<file path="src/rtl/ext_irq_pkg.sv">
package ext_irq_pkg;
  typedef enum logic [1:0] {
    PM_RUN       = 2'd0,
    PM_IDLE      = 2'd1,
    PM_STANDBY   = 2'd2,
    PM_POWERDOWN = 2'd3
  } pmode_t;

  function automatic logic is_deep(input logic [1:0] m);
    return (m == PM_STANDBY) || (m == PM_POWERDOWN);
  endfunction

  function automatic logic is_idle(input logic [1:0] m);
    return m == PM_IDLE;
  endfunction
endpackage

</file>
<file path="src/rtl/eiw_sync.sv">
module eiw_sync #(
  parameter int W      = 4,
  parameter int STAGES = 2
) (
  input  logic         clk,
  input  logic         rst_n,
  input  logic [W-1:0] d,
  output logic [W-1:0] q
);
  logic [W-1:0] chain [STAGES];

  generate
    for (genvar s = 0; s < STAGES; s++) begin : g_stage
      always_ff @(posedge clk or negedge rst_n) begin
        if (!rst_n)      chain[s] <= '0;
        else if (s == 0) chain[s] <= d;
        else             chain[s] <= chain[(s == 0) ? 0 : s-1];
      end
    end
  endgenerate

  assign q = chain[STAGES-1];
endmodule

</file>
<file path="src/rtl/eiw_edge.sv">
module eiw_edge #(
  parameter int NP = 4
) (
  input  logic          clk,
  input  logic          rst_n,
  input  logic          phase2,
  input  logic          deep,
  input  logic [NP-1:0] pin_s,
  output logic [NP-1:0] rise
);
  logic [NP-1:0] smp_q;

  // Deep modes: track every cycle so no stale low remains on exit.
  always_ff @(posedge clk or negedge rst_n) begin
    if (!rst_n)                smp_q <= '0;
    else if (deep || phase2)   smp_q <= pin_s;
  end

  assign rise = (!deep && phase2) ? (pin_s & ~smp_q) : '0;
endmodule

</file>
<file path="src/rtl/eiw_deep_timer.sv">
module eiw_deep_timer #(
  parameter int NP       = 4,
  parameter int WAKE_CYC = 10
) (
  input  logic          clk,
  input  logic          rst_n,
  input  logic          deep,
  input  logic [NP-1:0] pin_s,
  input  logic [NP-1:0] cfg,
  output logic [NP-1:0] held
);
  localparam int CW = $clog2(WAKE_CYC + 1);
  localparam logic [CW-1:0] LIMIT = CW'(WAKE_CYC);

  function automatic logic [CW-1:0] step(input logic [CW-1:0] c, input logic hi);
    if (!hi)         return '0;
    if (c == LIMIT)  return c;
    return c + 1'b1;
  endfunction

  generate
    for (genvar i = 0; i < NP; i++) begin : g_pin
      logic [CW-1:0] cnt_q;
      always_ff @(posedge clk or negedge rst_n) begin
        if (!rst_n) cnt_q <= '0;
        else        cnt_q <= step(cnt_q, deep && cfg[i] && pin_s[i]);
      end
      assign held[i] = deep && (cnt_q == LIMIT);
    end
  endgenerate
endmodule

</file>
<file path="src/rtl/ext_irq_wake.sv">
module ext_irq_wake
  import ext_irq_pkg::*;
#(
  parameter int NP          = 4,
  parameter int SYNC_STAGES = 2,
  parameter int WAKE_CYC    = 10
) (
  input  logic          clk,
  input  logic          rst_n,
  input  logic [NP-1:0] pin_raw,
  input  logic [NP-1:0] sfin_cfg,
  input  logic [NP-1:0] irq_en,
  input  logic          phase2,
  input  logic [1:0]    pmode,
  input  logic [NP-1:0] ack,
  output logic [NP-1:0] pend,
  output logic          wake_req,
  output logic          resume_isr
);
  logic          deep;
  logic          idle;
  logic [NP-1:0] pin_sync;
  logic [NP-1:0] rise_vec;
  logic [NP-1:0] held_vec;
  logic [NP-1:0] set_vec;
  logic [NP-1:0] pend_q;

  assign deep = is_deep(pmode);
  assign idle = is_idle(pmode);

  eiw_sync #(.W(NP), .STAGES(SYNC_STAGES)) u_sync (
    .clk(clk), .rst_n(rst_n), .d(pin_raw), .q(pin_sync)
  );

  eiw_edge #(.NP(NP)) u_edge (
    .clk(clk), .rst_n(rst_n), .phase2(phase2), .deep(deep),
    .pin_s(pin_sync), .rise(rise_vec)
  );

  eiw_deep_timer #(.NP(NP), .WAKE_CYC(WAKE_CYC)) u_timer (
    .clk(clk), .rst_n(rst_n), .deep(deep), .pin_s(pin_sync),
    .cfg(sfin_cfg), .held(held_vec)
  );

  assign set_vec = deep ? (held_vec & irq_en) : rise_vec;

  always_ff @(posedge clk or negedge rst_n) begin
    if (!rst_n) pend_q <= '0;
    else        pend_q <= (pend_q & ~ack) | set_vec;
  end

  assign pend = pend_q;

  always_comb begin
    wake_req   = 1'b0;
    resume_isr = 1'b0;
    if (deep) begin
      wake_req   = |held_vec;
      resume_isr = |(held_vec & irq_en);
    end else if (idle) begin
      wake_req   = |(pend_q & irq_en);
      resume_isr = wake_req;
    end
  end
endmodule

</file>
<file path="config.mk">
export PLATFORM = sky130hd
export DESIGN_NAME = ext_irq_wake
export DESIGN_NICKNAME = d
export VERILOG_FILES = /design/src/rtl/ext_irq_pkg.sv /design/src/rtl/eiw_sync.sv /design/src/rtl/eiw_edge.sv /design/src/rtl/eiw_deep_timer.sv /design/src/rtl/ext_irq_wake.sv
export SDC_FILE = /design/constraint.sdc
export NUM_CORES = 1
export LEC_CHECK = 0
export ABC_AREA = 1
export BUFFER_PORTS_ARGS = -buffer_cell sky130_fd_sc_hd__buf_2
export CAP_MARGIN = 20
export CORE_ASPECT_RATIO = 0.9
export CORE_UTILIZATION = 52
export CTS_CLUSTER_DIAMETER = 50
export DETAILED_ROUTE_END_ITERATION = 10
export PLACE_DENSITY_LB_ADDON = 0.15
export SYNTH_ARGS = -nofsm -noshare
export SYNTH_HDL_FRONTEND = slang
export SYNTH_HIERARCHICAL = 1
export SYNTH_SLANG_ARGS = --single-unit
export TNS_END_PERCENT = 1
</file>
<file path="constraint.sdc">
create_clock -name clk -period 1.9 [get_ports clk]
set_input_delay 0.285 -clock clk [delete_from_list [all_inputs] [get_ports clk]]
set_output_delay 0.285 -clock clk [all_outputs]
set_load 0.01 [all_outputs]
</file>
; Word-level counts from Yosys, hierarchy flattened
; Cells that the tools add are included.
[totals]
output_inout_bits = 6
wordCells = 78
input_bits = 21
register_bits = 32
[classes]
muxes = 29
n_reduce_logical = 19
n_addsub = 4
eq_ne = 11
n_bitwise = 7
[op_table]
columns = op, n
row1 = 4-bit two-way mux, 18
row2 = 4-bit by 1-bit adder with 4-bit output (second input constant), 4
row3 = 4-bit bitwise AND, 4
row4 = 4-bit equality test (second input constant), 4
row5 = 1-bit logical AND, 13
row6 = 3-bit != test (second input constant), 4
row7 = 4-bit OR reduction, 3
row8 = 1-bit two-way mux, 11
row9 = 4-bit inverter, 2
row10 = 2-bit equality test (second input constant), 2
row11 = 4-bit OR, 1
row12 = 2-bit by 1-bit equality test with 1-bit output (second input constant), 1
row13 = 1-bit logical OR, 2
row14 = 1-bit logical NOT, 1

; Depth between registers and ports, before layout
[logic_depth]
word_depth = 8
mapped_depth = 8
depth_no_buf = 8

; Cells and area by module
; Netlist, hierarchy kept.
[modules_own_cells]
columns = mod, area_per_inst_um2, cells_per_inst, n_inst
row1 = eiw_deep_timer, 983.4, 129, 1
row2 = ext_irq_wake, 287.8, 44, 1
row3 = eiw_sync, 230.2, 12, 1
row4 = eiw_edge, 211.5, 27, 1

; Least setup slack after synthesis
; No wires, ideal clock.
[synth_timing]
path_type = input to output
startpoint = input port pmode[1]
endpoint = output port resume_isr
stages = 7
path_buffers = 1
t_required_ns = 1.615
t_arrival_ns = 1.251
path_slack_ns = 0.364
cell_sequence = clkbuf_1 -> inv_1 -> nor2_1 -> nand2_1 -> nand2_1 -> o21ai_0 -> nand2_1
[synth_between]
elab_chain_len = 6
[synth_lines]
columns = element, line_no
row1 = start: declaration, ext_irq_wake.sv:14  ; input logic [1:0] pmode,
row2 = 2-bit equality test, ext_irq_pkg.sv:10  ; return (m == PM_STANDBY) || (m == PM_POWERDOWN);
row3 = 1-bit logical OR (*), ext_irq_pkg.sv:10
row4 = 1-bit logical AND (*), eiw_deep_timer.sv:28  ; assign held[i] = deep && (cnt_q == LIMIT);
row5 = named net held_vec[0], ext_irq_wake.sv:24  ; logic [NP-1:0] held_vec;
row6 = 4-bit bitwise AND (*), ext_irq_wake.sv:59  ; resume_isr = |(held_vec & irq_en);
row7 = 4-bit OR reduction (*), ext_irq_wake.sv:59
row8 = 1-bit two-way mux (*), ext_irq_wake.sv:57  ; if (deep) begin
row9 = end: declaration, ext_irq_wake.sv:18  ; output logic resume_isr
; Mark *: on every way through the listed nets, which the timed path passes. The rest lies on a longest branch.

; Worst setup path after layout
[layout_timing]
startpoint = register u_timer.g_pin[0].cnt_q[0]
endpoint = output port wake_req
[layout_between]
elab_chain_len = 4
[layout_lines]
columns = element, line_no
row1 = start: declaration, eiw_deep_timer.sv:23  ; logic [CW-1:0] cnt_q;
row2 = start signal: assignment, eiw_deep_timer.sv:26  ; else cnt_q <= step(cnt_q, deep && cfg[i] && pin_s[i]);
row3 = 4-bit equality test, eiw_deep_timer.sv:28
row4 = 1-bit logical AND, eiw_deep_timer.sv:28
row5 = named net held_vec[0], ext_irq_wake.sv:24
row6 = 4-bit OR reduction, ext_irq_wake.sv:58  ; wake_req = |held_vec;
row7 = 1-bit two-way mux, ext_irq_wake.sv:57
row8 = end: declaration, ext_irq_wake.sv:17  ; output logic wake_req,
; The timed path passes the listed nets, and every way through them passes these cells.

==> results.md <==
* RSZ-0062 raised after global routing: true
* Cell variety after synth at 17
* Total CTS buffers at 5
* Placed cell area at roughly 0.0019 mm²
* Die height at roughly 56 µm
* # nets final at roughly 280
* Avg WL per Cell at roughly 12 µm
* Pre-antenna DRT Iters at 4
* Crit path time final at roughly 1.8 ns
* CTS sink count at 32
* Largest area contributor in the netlist: dfrtp_1
* Layout area overhead at 27.8%
* GRT Resource Usage Total at 21.5%
* Period utilization at between 90% and 100%
* Pwr/cell area at a little over 600 mW/mm²
* Num ports at 27
* CTS tree: done
* First-pass GRT wire length at 5770 µm
* Worst vdd ir at 395 µV
* Violated checks: hold timing
* Initial antenna violation count at 0
* Setup violations, final at 0
* Skew final at approximately 0.0048 ns
* Site Rows at 19
* Outcome: complete, but fails checks
* Cell Area, Synth at between 0.0015 and 0.002 mm²
* #FFs+latches synth at 32
* Die width at 62.5 µm
* Vias in the first global route at about 1.4k
* Initial Utilization at a little under three fifths
* Slew Limit Fails at 0
* DP Wirelength at approximately 2300 µm
* Port Buffers at 26
* Actual slew at the worst max-slew pin at 0.692 ns
* Post-synthesis cell count at around 210
* Sequential fraction of the synthesis area at around 47%
* Core area at just over 0.003 mm²
* Hold_ws at -0.0102 ns
* Critical path data required time at 1.62 ns
* Worst-path fanout max at 2
* DRT Wirelength at between 3000 and 4000 µm
* H-Tree Depth at 2
* WP data arrival at approximately 1.6 ns
* Synth top area cells: dfrtp_1, nand2_1, nand3_1
* CP Class: flop to output pin
* Diode count at 0
* Final non-filler cell total at ~300
* Post-placement cell count at 275
* Design Power at between 0.001 and 0.0015 W
* Synthesized Nets at 241
* Placer Congestion at slightly below 0.8
* P_leak at between 1 and 1.5 nW
* Iteration-0 DRC Markers at between 50 and 60
* Most frequent cells in the layout: nand2_1, dfrtp_1, buf_2, nand3_1, inv_1
* Synthesis Warnings at 6
* Worst-path clk slew at 0.09 ns
* Synth top area share at 46.7%
* Total grt overflow at 0
* Slew HR at between 50% and 60%
* Die ar. at ~0.0035 mm²
* Vias per Instance at around 5.0
* Clock tree buffer depth at 2
* Fraction of layout cells with a size suffix above 1 at 32.5%
* Most common cell after layout, fill and taps aside: nand2_1
* Worst skew pair latency at 0.33 ns
* Hold Vio Cnt, Final at 25
* Clock root cell: clkbuf_4
* Hold buffers post-CTS at 0
* Average size of a mapped cell at 8.08 µm²
* Largest net degree at the start of global routing at 33
* DRC Markers at 0
* F_max at between 500 and 600 MHz
* Antenna violation net count after detailed routing at 0
* Max-cap check violation count at 0
* Design area at between 0.002 and 0.0025 mm²
* Final core utilization at 70.8%
* Startpoint types: flop
* Setup crit end kind: output pin
* Min-delay worst type: primary input to async pin
* DR vias at between 1k and 1.5k
## sequential cells by signal, summed over array words and instances (netlist names)
| signal | flops |
|---|---|
| pend | 4 |
| u_sync/q | 4 |
| u_edge/smp_q | 4 |
| u_sync/chain | 4 |
| u_timer/g_pin.cnt_q | 16 |
## synthesized netlist by cell type
master    instances
nand2_1          62
dfrtp_1          32
nand3_1          28
inv_1            27
nor2_1           25
ha_1              8
nor2_4            5
o21ai_0           5
buf_4             4
o211ai_2          4
nand4_1           3
xnor2_1           3
inv_2             2
buf_6             1
clkbuf_1          1
nand3_2           1
o21ai_1           1
## timing repair
item	CTS	global route
resized for setup	28	8
endpoints found under the setup margin	2	2
buffers inserted	8	6
pin swaps	5	10
## critical path, stage by stage (launching register included)
cell and delay [ns]:
dfrtp_1 0.41, inv_2 0.09, ha_4 0.15, nand3_4 0.09, nor2_4 0.11, nor2_1 0.07, nand2_1 0.07, nand2_1 0.05
nand2_1 0.06, buf_2 0.12
## final timing paths
kind	start	slack, ns	depth (start not counted)	to
min	rst_n	-0.01	1	u_timer/g_pin[1].cnt_q[2]$_DFFE_PN0P_
min reg2reg	u_sync/chain[7]$_DFF_PN0_	0.36	0	u_sync/q[3]$_DFF_PN0_
min in group clk	pin_raw[0]	0.05	1	u_sync/chain[4]$_DFF_PN0_
max reg2reg	u_timer/g_pin[2].cnt_q[0]$_DFFE_PN0P_	0.67	7	pend[2]$_DFF_PN0_
max in group asynchronous	rst_n	1.47	1	u_sync/chain[5]$_DFF_PN0_
max	u_timer/g_pin[0].cnt_q[0]$_DFFE_PN0P_	0.07	9	wake_req
## per-stage QoR
step           hold WS [ns]  setup TNS, ns  worst slack [ns]
2_1_floorplan       -0.0106              0             0.364
3_3_place_gp          0.332              0             0.190
3_5_place_dp          0.340              0             0.165
4_1_cts              0.0163              0           0.00272
5_1_grt              0.0203         -0.105           -0.0640
6_report            -0.0102              0            0.0690
## cell families (layout without fill, tap and decap cells)
| family | after synthesis | in the layout | share of synthesized area [%] |
|---|---|---|---|
| AO/OA/AOI/OAI | 10 | 10 | 4.67 |
| AND/OR/NAND/NOR | 124 | 124 | 32.2 |
| flip-flops | 32 | 32 | 46.7 |
| XOR/XNOR | 3 | 3 | 1.53 |
| adder cells (fa/ha/maj) | 8 | 8 | 5.84 |
| buffers and inverters | 35 | 78 | 8.98 |
## area by class of cell
type / count / area (µm²)
clock buffers: 6 / 41.3
clock inverters: 2 / 35.0
fillers: 257 / 902
inverters: 29 / 109
multi-input cells: 145 / 907
flip-flops and latches: 32 / 801
well taps: 42 / 52.6
repair buffers: 41 / 243
## routing by layer
metal  global-route usage, %  routed length [µm]  up-vias
met5                       0                   0        -
met4                    9.63                  54        0
met3                    5.08                 123        9
met2                    35.6                1660       34
met1                    26.7                1600      683
li1                        -                   -      748
## power breakdown
group	internal, W	leakage [nW]	switching (W)	total (W)
sequential	0.000704	0.417	0.0000145	0.000719
combinational	0.0000514	0.667	0.0000811	0.000133
clock	0.000276	0.0422	0.000229	0.000504
(Power assumes the default switching activity.)
